==> src/rtl/relay_bank_pkg.sv <==
package relay_bank_pkg;

    typedef enum logic [1:0] {
        CMD_STBY = 2'b00,
        CMD_RSVD = 2'b01,
        CMD_ON   = 2'b10,
        CMD_OFF  = 2'b11
    } chan_cmd_e;

    typedef enum logic [2:0] {
        ST_PWRUP_OFF,
        ST_STBY,
        ST_RSVD,
        ST_OFF,
        ST_ON,
        ST_TRIP
    } chan_state_e;

endpackage

==> src/rtl/persist_timer.sv <==
module persist_timer #(
    parameter int LIMIT = 16
) (
    input  logic clk,
    input  logic rst_n,
    input  logic clr_i,
    input  logic arm_i,
    output logic fire_o
);
    localparam int W = (LIMIT > 1) ? $clog2(LIMIT) : 1;
    localparam logic [W-1:0] LAST = W'(LIMIT - 1);

    logic [W-1:0] cnt;

    always_ff @(posedge clk or negedge rst_n) begin
        if (!rst_n)
            cnt <= '0;
        else if (clr_i || !arm_i)
            cnt <= '0;
        else if (cnt != LAST)
            cnt <= cnt + 1'b1;
    end

    assign fire_o = arm_i && !clr_i && (cnt == LAST);


    fire_needs_arm_chk: assert property (@(posedge clk) disable iff (!rst_n)
        (cnt != '0) |-> $past(arm_i));
endmodule

==> src/rtl/relay_chan.sv <==
module relay_chan
    import relay_bank_pkg::*;
#(
    parameter int OVL_DLY = 48,
    parameter int OL_QUAL = 16
) (
    input  logic       clk,
    input  logic       rst_n,
    input  logic       en_i,
    input  logic [1:0] cmd_i,
    input  logic       ovl_i,
    input  logic       otemp_i,
    input  logic       open_i,
    output logic       gate_o,
    output logic       diag_o,
    output logic [1:0] status_o
);
    chan_state_e state, nxt;
    chan_cmd_e   cmd;
    logic        ovl_fire, ol_fire, ol_lat, stby_clr;

    assign cmd      = chan_cmd_e'(cmd_i);
    assign stby_clr = !en_i || (cmd == CMD_STBY);

    persist_timer #(.LIMIT(OVL_DLY)) u_ovl_filt (
        .clk    (clk),
        .rst_n  (rst_n),
        .clr_i  (stby_clr),
        .arm_i  (ovl_i && (state == ST_ON)),
        .fire_o (ovl_fire)
    );

    persist_timer #(.LIMIT(OL_QUAL)) u_ol_qual (
        .clk    (clk),
        .rst_n  (rst_n),
        .clr_i  (stby_clr),
        .arm_i  (open_i && (state == ST_OFF)),
        .fire_o (ol_fire)
    );

    always_comb begin
        nxt = state;
        if (cmd == CMD_STBY)
            nxt = ST_STBY;
        else if (state == ST_TRIP || otemp_i || ovl_fire)
            nxt = ST_TRIP;
        else begin
            unique case (cmd)
                CMD_RSVD: nxt = ST_RSVD;
                CMD_ON:   nxt = ST_ON;
                CMD_OFF:  nxt = (state == ST_PWRUP_OFF) ? ST_PWRUP_OFF : ST_OFF;
                default:  nxt = ST_STBY;
            endcase
        end
    end

    always_ff @(posedge clk or negedge rst_n) begin
        if (!rst_n)
            state <= ST_PWRUP_OFF;
        else if (!en_i)
            state <= ST_PWRUP_OFF;
        else
            state <= nxt;
    end

    always_ff @(posedge clk or negedge rst_n) begin
        if (!rst_n)
            ol_lat <= 1'b0;
        else if (stby_clr)
            ol_lat <= 1'b0;
        else if (ol_fire)
            ol_lat <= 1'b1;
    end

    always_comb begin
        gate_o   = 1'b0;
        diag_o   = 1'b0;
        status_o = {ol_lat, 1'b0};
        unique case (state)
            ST_ON:   gate_o = 1'b1;
            ST_OFF:  diag_o = 1'b1;
            ST_TRIP: status_o = 2'b01;
            ST_PWRUP_OFF, ST_STBY, ST_RSVD: ;
            default: ;
        endcase
    end


    en_low_clear_chk: assert property (@(posedge clk) disable iff (!rst_n)
        !en_i |=> (!gate_o && !diag_o && status_o == 2'b00));


    otemp_trip_chk: assert property (@(posedge clk) disable iff (!rst_n)
        (en_i && otemp_i && cmd_i != 2'b00) |=> (!gate_o && status_o[0]));


    stby_clear_chk: assert property (@(posedge clk) disable iff (!rst_n)
        (en_i && cmd_i == 2'b00) |=> (status_o == 2'b00 && !gate_o && !diag_o));


    trip_hold_chk: assert property (@(posedge clk) disable iff (!rst_n)
        (en_i && status_o[0] && cmd_i != 2'b00) |=> (status_o[0] && !gate_o));


    gate_rise_chk: assert property (@(posedge clk) disable iff (!rst_n)
        $rose(gate_o) |-> ($past(cmd_i) == 2'b10 && $past(en_i)));
endmodule

==> src/rtl/relay_bank_ctrl.sv <==
module relay_bank_ctrl #(
    parameter int NCH     = 12,
    parameter int OVL_DLY = 48,
    parameter int OL_QUAL = 16
) (
    input  logic             clk,
    input  logic             rst_n,
    input  logic             enable,
    input  logic [2*NCH-1:0] cmd_bus,
    input  logic [NCH-1:0]   ovl_flag,
    input  logic [NCH-1:0]   otemp_flag,
    input  logic [NCH-1:0]   open_flag,
    output logic [NCH-1:0]   gate_on,
    output logic [NCH-1:0]   diag_en,
    output logic [2*NCH-1:0] status_bus
);
    for (genvar k = 0; k < NCH; k++) begin : g_ch
        relay_chan #(
            .OVL_DLY (OVL_DLY),
            .OL_QUAL (OL_QUAL)
        ) u_chan (
            .clk      (clk),
            .rst_n    (rst_n),
            .en_i     (enable),
            .cmd_i    (cmd_bus[2*k +: 2]),
            .ovl_i    (ovl_flag[k]),
            .otemp_i  (otemp_flag[k]),
            .open_i   (open_flag[k]),
            .gate_o   (gate_on[k]),
            .diag_o   (diag_en[k]),
            .status_o (status_bus[2*k +: 2])
        );
    end


    reset_quiet_chk: assert property (@(posedge clk)
        !rst_n |-> (gate_on == '0 && diag_en == '0 && status_bus == '0));
endmodule

==> config.mk <==
export PLATFORM = sky130hd
export DESIGN_NAME = relay_bank_ctrl
export DESIGN_NICKNAME = d
export VERILOG_FILES = /design/src/rtl/relay_bank_pkg.sv /design/src/rtl/persist_timer.sv /design/src/rtl/relay_chan.sv /design/src/rtl/relay_bank_ctrl.sv
export SDC_FILE = /design/constraint.sdc
export NUM_CORES = 1
export LEC_CHECK = 0
export CORE_ASPECT_RATIO = 1.5
export CORE_MARGIN = 5
export CORE_UTILIZATION = 25
export CTS_CLUSTER_SIZE = 25
export DETAILED_ROUTE_END_ITERATION = 10
export HOLD_SLACK_MARGIN = 0.15
export SYNTH_ARGS = -nofsm -noshare
export SYNTH_HDL_FRONTEND = slang
export SYNTH_SLANG_ARGS = --single-unit
export TNS_END_PERCENT = 100
==> constraint.sdc <==
create_clock -name clk -period 1.9 [get_ports clk]
set_input_delay 0.38 -clock clk [delete_from_list [all_inputs] [get_ports clk]]
set_output_delay 0.38 -clock clk [all_outputs]
set_load 0.01 [all_outputs]
Word level (Yosys, flattened, before mapping)
Index checks and enable logic that the tools add are counted.
Cells by class
  add/subtract/negate cells: 24
  equal/unequal tests: 120
  multiplexer cells: 168
  reduce and logical (&&, ||, !) cells: 229
Operator list (count)
  $mux W6: 24
  $mux W3: 36
  $pmux W3 S3: 12
  $mux W4: 24
  $add A6 B1 Y6 const B: 12
  $eq A3 B3 Y1 const B: 24
  $eq A6 B6 Y1 const B: 12
  $logic_and A1 B1 Y1: 72
  $ne A6 B6 Y1 const B: 12
  $reduce_bool A2 Y1: 36
  $logic_or A1 B1 Y1: 60
  $add A4 B1 Y4 const B: 12
  $eq A2 B2 Y1 const B: 24
  $eq A4 B4 Y1 const B: 12
  $mux W1: 48
  $mux W2: 24
  $ne A4 B4 Y1 const B: 12
  $logic_not A1 Y1: 37
  $eq A3 B2 Y1 const B: 12
  $logic_not A3 Y1: 12
  $eq A2 B1 Y1 const B: 12
  $logic_not A2 Y1: 12
Storage, ports and cells
  bits in registers: 168
  input bits: 63
  output and inout port bits: 48
  word-level logic and storage cells: 589

Longest topological paths before layout
Gate-level depths: netlist of run 1.
  word-level depth: 9
  gate-level depth with buffers: 4
  mapped depth without buffers: 4

Hierarchy
Synthesis of run 1 repeated with hierarchy kept, for this count alone.
Unflattened totals
  cells, all modules: 888
  area total of the unflattened synthesis: 9068.7 um^2
Modules (own cells, without submodules)
  persist_timer (g_ch[0].u_chan.u_ovl_filt ...): times used 12, cells each 29, area an instance 306.5 um^2, sequential area each 150.1 um^2
  persist_timer (g_ch[0].u_chan.u_ol_qual ...): times used 12, cells each 21, area an instance 227.7 um^2, sequential area each 100.1 um^2
  relay_chan: times used 12, cells each 24, area an instance 221.5 um^2, sequential area each 100.1 um^2

Worst setup path after synthesis of run 1
Ideal clock, no wire load.
  path type: reg2reg
  from: register g_ch[8].u_chan.u_ovl_filt.cnt[0]
  to: register g_ch[8].u_chan.state[1]
  setup time: 0.096 ns
  arrival time: 1.200 ns
  required time: 1.804 ns
  setup slack: 0.605 ns
  stages on the path, launching flop included: 5
  buffers on the path: 0
  period minus slack after synthesis: 1.295 ns
  cell sequence: dfrtp_1 ha_1 and3_1 and3_4 nor4_2
Between the ends
  cells in the longest elaborated chain, start to end: 6
Ends and longest elaborated chain
  start: declaration: RTL line persist_timer.sv:13  | logic [W-1:0] cnt;
  start signal: assignment: RTL line persist_timer.sv:21  | cnt <= cnt + 1'b1;
  $eq A6 B6 Y1: RTL line persist_timer.sv:24  | assign fire_o = arm_i && !clr_i && (cnt == LAST);
  $logic_and A1 B1 Y1: RTL line persist_timer.sv:24
  $logic_or A1 B1 Y1: RTL line relay_chan.sv:45  | else if (state == ST_TRIP || otemp_i || ovl_fire)
  $mux W3: RTL line relay_chan.sv:45
  $mux W3: RTL line relay_chan.sv:43  | if (cmd == CMD_STBY)
  $mux W3: RTL line relay_chan.sv:60  | else if (!en_i)
  end signal: assignment: RTL line relay_chan.sv:63  | state <= nxt;
  end: declaration: RTL line relay_chan.sv:18  | chan_state_e state, nxt;
No other way between the ends.
A chain may end at the register's enable or synchronous reset.

Final worst setup path of run 1
  from: register g_ch[2].u_chan.state[1]
  to: output port status_bus[5]
Between the ends
  cells in the longest elaborated chain, start to end: 2
Ends and longest elaborated chain
  start: declaration: RTL line relay_chan.sv:18
  start signal: assignment: RTL line relay_chan.sv:63
  $eq A3 B3 Y1: RTL line relay_chan.sv:79  | unique case (state)
  $mux W2: RTL line relay_chan.sv:79
  end: declaration: RTL line relay_bank_ctrl.sv:15  | output logic [2*NCH-1:0] status_bus
No other way between the ends.

==> results of run 1 <==
[power groups by stage]
stage / registers (mW) / logic [mW] / clock network, mW
6_report: 3.69 / 0.760 / 3.45
5_1_grt: 3.70 / 0.844 / 3.74
4_1_cts: 3.69 / 0.760 / 3.61
3_5_place_dp: 3.78 / 0.682 / 0
3_3_place_gp: 3.77 / 0.680 / 0
2_1_floorplan: 3.76 / 0.311 / 0
[layer usage]
metal	track usage	share of wire	routed length [µm]
met1	0.120	0.42	9110
met2	0.198	0.52	11300
met3	0.0272	0.039	851
met4	0.0417	0.018	389
met5	0	0	0
[cells by family (layout without fill, tap and decap cells)]
kind of cell               count (synthesis)  after routing  share of synthesized area
buffers and inverters                     30            195                     0.0230
adders and majority gates                 24             24                     0.0327
and+or+nand+nor                          511            511                      0.308
muxes                                     12             12                     0.0131
DFF                                      168            168                      0.458
AOI/OAI and AO/OA                        206            206                      0.143
xor gates and xnor gates                  24             24                     0.0229
[flip-flops by register name, indices dropped and copies added, names as in the netlist]
name and flops:
g_ch.u_chan.u_ovl_filt.cnt 72, g_ch.u_chan.state 36, g_ch.u_chan.u_ol_qual.cnt 48, g_ch.u_chan.ol_lat 12
[per-stage QoR]
| step | setup slack [ps] | cells | util | setup TNS [ps] | hold WS (ps) |
|---|---|---|---|---|---|
| after global placement | 161 | 1551 | 0.296 | 0 | 246 |
| after detailed placement | 163 | 1551 | 0.296 | 0 | 249 |
| after CTS | 0.878 | 1620 | 0.318 | 0 | 330 |
| final | 80.9 | 1624 | 0.318 | 0 | 359 |
| after global routing | -10.1 | 1624 | 0.318 | -10.1 | 351 |
| after floorplan | 605 | 975 | - | 0 | 84.4 |
[cell usage in the layout, fill, tap and decap left out, types with 24 or more instances in the layout]
master / count
sky130_fd_sc_hd__buf_4: 47
sky130_fd_sc_hd__nor3b_1: 24
sky130_fd_sc_hd__or3_1: 24
sky130_fd_sc_hd__dlygate4sd2_1: 27
sky130_fd_sc_hd__nor2b_1: 39
sky130_fd_sc_hd__o21ai_0: 60
sky130_fd_sc_hd__nand2_1: 75
sky130_fd_sc_hd__nor2_1: 106
sky130_fd_sc_hd__nor3_1: 46
sky130_fd_sc_hd__clkdlybuf4s50_1: 60
sky130_fd_sc_hd__a31oi_1: 24
sky130_fd_sc_hd__ha_1: 24
sky130_fd_sc_hd__nand3_1: 71
sky130_fd_sc_hd__a41oi_1: 24
sky130_fd_sc_hd__dfrtp_1: 161
sky130_fd_sc_hd__a21oi_1: 59
[cell type report]
| cell class | count | area (µm²) | area share |
|---|---|---|---|
| multi-input cells | 777 | 4790 | 0.412 |
| flip-flops and latches | 168 | 4210 | 0.363 |
| repair buffers | 161 | 1430 | 0.123 |
| well taps | 484 | 606 | 0.0521 |
| clock buffers | 20 | 447 | 0.0385 |
| clock inverters | 12 | 126 | 0.0109 |
| inverters | 2 | 7.51 | 0.000646 |
[how the worst min path moves through the flow]
stage	startpoint	endpoint	slack (ps)
after floorplan	rst_n	g_ch[0].u_chan.ol_lat$_DFFE_PN0P_	80
after global routing	rst_n	g_ch[7].u_chan.ol_lat$_DFFE_PN0P_	350
final	rst_n	g_ch[7].u_chan.ol_lat$_DFFE_PN0P_	360
after global placement	rst_n	g_ch[11].u_chan.state[0]$_DFF_PN0_	250
after detailed placement	rst_n	g_ch[11].u_chan.state[0]$_DFF_PN0_	250
after CTS	rst_n	g_ch[8].u_chan.state[2]$_DFF_PN0_	330
[worst max-delay path, stage by stage, from the launching register on]
cell and delay (ps):
sky130_fd_sc_hd__dfrtp_1 410, sky130_fd_sc_hd__and3b_2 240, sky130_fd_sc_hd__nor2b_1 110, sky130_fd_sc_hd__clkdlybuf4s15_1 240
[timing repair]
action | 4_1_cts | 5_1_grt
buffers inserted | 36 | 4
hold buffers | 1 | 0
gates cloned | 0 | 0
hold endpoints to repair | 168 | 0
resized for setup | 71 | 35
setup endpoints to repair | 48 | 23
==> flow_results.org, run 1 <==
** Outcome
- The flow ran to the end, and the final reports show no timing, DRC or antenna violations.

** Global route
- The total overflow left after global routing is 0.
- The first global-routing pass estimated about 37 mm of wire.
- The via count of the first global-routing pass is 7820.
- Overall routing resource usage :: 0.108
- The number of antenna violations at the first check in global routing was 0.
- Entering global routing, the biggest net connects 58 pins.

** Power
- IR analysis of the VDD net gives a maximum drop of 368 µV.
- Combinational cell fraction of total power :: 0.096
- LEAKAGE :: approximately 4.9 nW
- Total power for the finished layout comes to about 7.9 mW.
- Switching power summed over all nets :: 1.91 mW
- Of the total power, the share spent switching nets is 0.242.
- Of the total power, the clock network draws 0.436.
- The share of total power dissipated in sequential elements is 0.467.
- Cell Int Power :: about 6 mW
- In this run the power density over the cells is 680 nW/µm².

** Worst setup path
- Worst flop-to-flop path startpoint :: g_ch[6].u_chan.state[0]$_DFF_PN0_
- STA classifies the critical path endpoint as an output port.
- Worst setup path startpoint :: g_ch[2].u_chan.state[1]$_DFF_PN0_
- Following the worst setup path forward leads to its endpoint at status_bus[5].
- Critical path class :: flop to output port
- The endpoint identified for the worst register-to-register timing path is g_ch[6].u_chan.state[1]$_DFF_PN0_.
- The worst setup path is launched from a flop.
- Register-to-register setup slack :: about 400 ps
- Endpoint required time on the critical path :: 1520 ps
- Measured in cells, the most critical reg-to-reg path has a length of 5.
- In this run the worst path has a maximum fanout of 4.
- Arrival time reported for the critical path endpoint :: between 1000 and 1500 ps

** Floorplan
- The die covers 40700 µm².
- The region available for standard cell placement spans 36500 µm².
- # rows :: 86
- The floorplan step set the die width to 166 µm.
- The die is roughly 240 µm tall.
- Starting density of the core :: 0.252
- For this design the top-level I/O count stands at around 110.

** STA
- The clock period could shrink to 1820 ps.
- The count of pins over their slew limit is 0.
- Headroom to the max-slew limit came out at 0.750.
- Max Clock Skew :: 13.0 ps
- The count of final hold-check violations came to 0.
- Final period util :: 0.957
- Slew at the pin closest to its max-slew limit :: 375 ps
- Final setup violation count :: 0
- Fmax achieved :: 550 MHz

** Routing
- Across all layers, the routed design uses 7873 vias.
- TritonRoute pass-1 iters :: 5
- Dividing the detail-routed wire length by the instance count gives 13.3 µm.
- Drt drc :: 0
- Drt total wl :: 21.6 mm
- Initial DRC count :: 368
- Vias per cell :: a little under 5
- Count of nets left with antenna violations after detail routing :: 0

** Finish
- N_diodes :: 0
- Relative area change from synthesis to final layout :: 26.5%
- For this run, the post-layout net count is ~1200.
- Of the cells placed in the final design, the portion with a size suffix greater than 1 is 0.125.
- Filler Cells Inserted :: 3799
- Area of all placed cells without fillers :: between 10000 and 15000 µm²

** Clock tree
- TritonCTS built the clock tree.
- CTS H-Tree Depth :: 4
- Number of buffers on the longest clock path :: 2
- Clock tree synthesis inserted a total of 17 buffers.
- The root buffer cell chosen for the clock tree is sky130_fd_sc_hd__clkbuf_16.
- Number of sinks handled by clock tree synthesis :: roughly 170
- Clock-pin slew was measured on the worst setup and hold paths at 70 ps.
- Latest clock arrival within the worst-skew pair :: ~440 ps

** Place
- Port Buf Inserts :: 110
- Routability-driven placement finished with a final weighted congestion of 0.760.
- In this run the cell area measured after placement is ~11000 µm².
- HPWL after DPL :: 15.5 mm

** Yosys
- Count of state elements after synthesis :: 168
- Number of distinct library cell variants in the gate-level netlist after synthesis :: 41
- Counting flops with a built-in enable in the synthesized netlist gives 0.
- Counting every instance in the synthesized netlist gives 975.
- Ranked by total cell area, the synthesized netlist is headed by sky130_fd_sc_hd__dfrtp_1 46%, sky130_fd_sc_hd__nor2_1 4.4%, sky130_fd_sc_hd__nand3_1 3.9%.
- Summing every instance area after synthesis gives a little over 9000 µm².
- The Yosys step of the flow raised 0 warnings.
- The biggest area contributor in the post-synthesis netlist is sky130_fd_sc_hd__dfrtp_1.
- By count the netlist is led by 168 x sky130_fd_sc_hd__dfrtp_1, 107 x sky130_fd_sc_hd__nor2_1, 75 x sky130_fd_sc_hd__nand2_1, 71 x sky130_fd_sc_hd__nand3_1, 60 x sky130_fd_sc_hd__o21ai_0.
- Dividing the synthesized area by the synthesized cell count gives 9.41 µm².
- Of the post-synthesis cell area, the dominant cell type holds 0.458.
- Counting every net in the synthesized netlist gives 1062.
- In the synthesized netlist the dominant register cell turns out to be sky130_fd_sc_hd__dfrtp_1.
- Fraction of synthesis flops using an asynchronous set or reset pin :: 1.00
- Sequential area share after synthesis :: 0.458
- By instance count, the leading cell after synthesis is sky130_fd_sc_hd__dfrtp_1.

** Worst hold path
- Type of the most critical hold path :: input pin to asynchronous set/reset pin

** Flow run
- Across the run, the number of max-cap violations was 0.
(Power assumes the default switching activity.)
==> inputs of run 2 (changes only) <==
- ABC_CLOCK_PERIOD_IN_PS: unset -> 1900
==> results of run 2 <==
Final layout, timing and power as in run 1 (identical DEF).
==> inputs of run 3 (changes only) <==
- ABC_CLOCK_PERIOD_IN_PS: 1900 -> unset
- CTS_CLUSTER_DIAMETER: unset -> 120
==> results of run 3 <==
Final layout, timing and power as in run 1 (identical DEF).
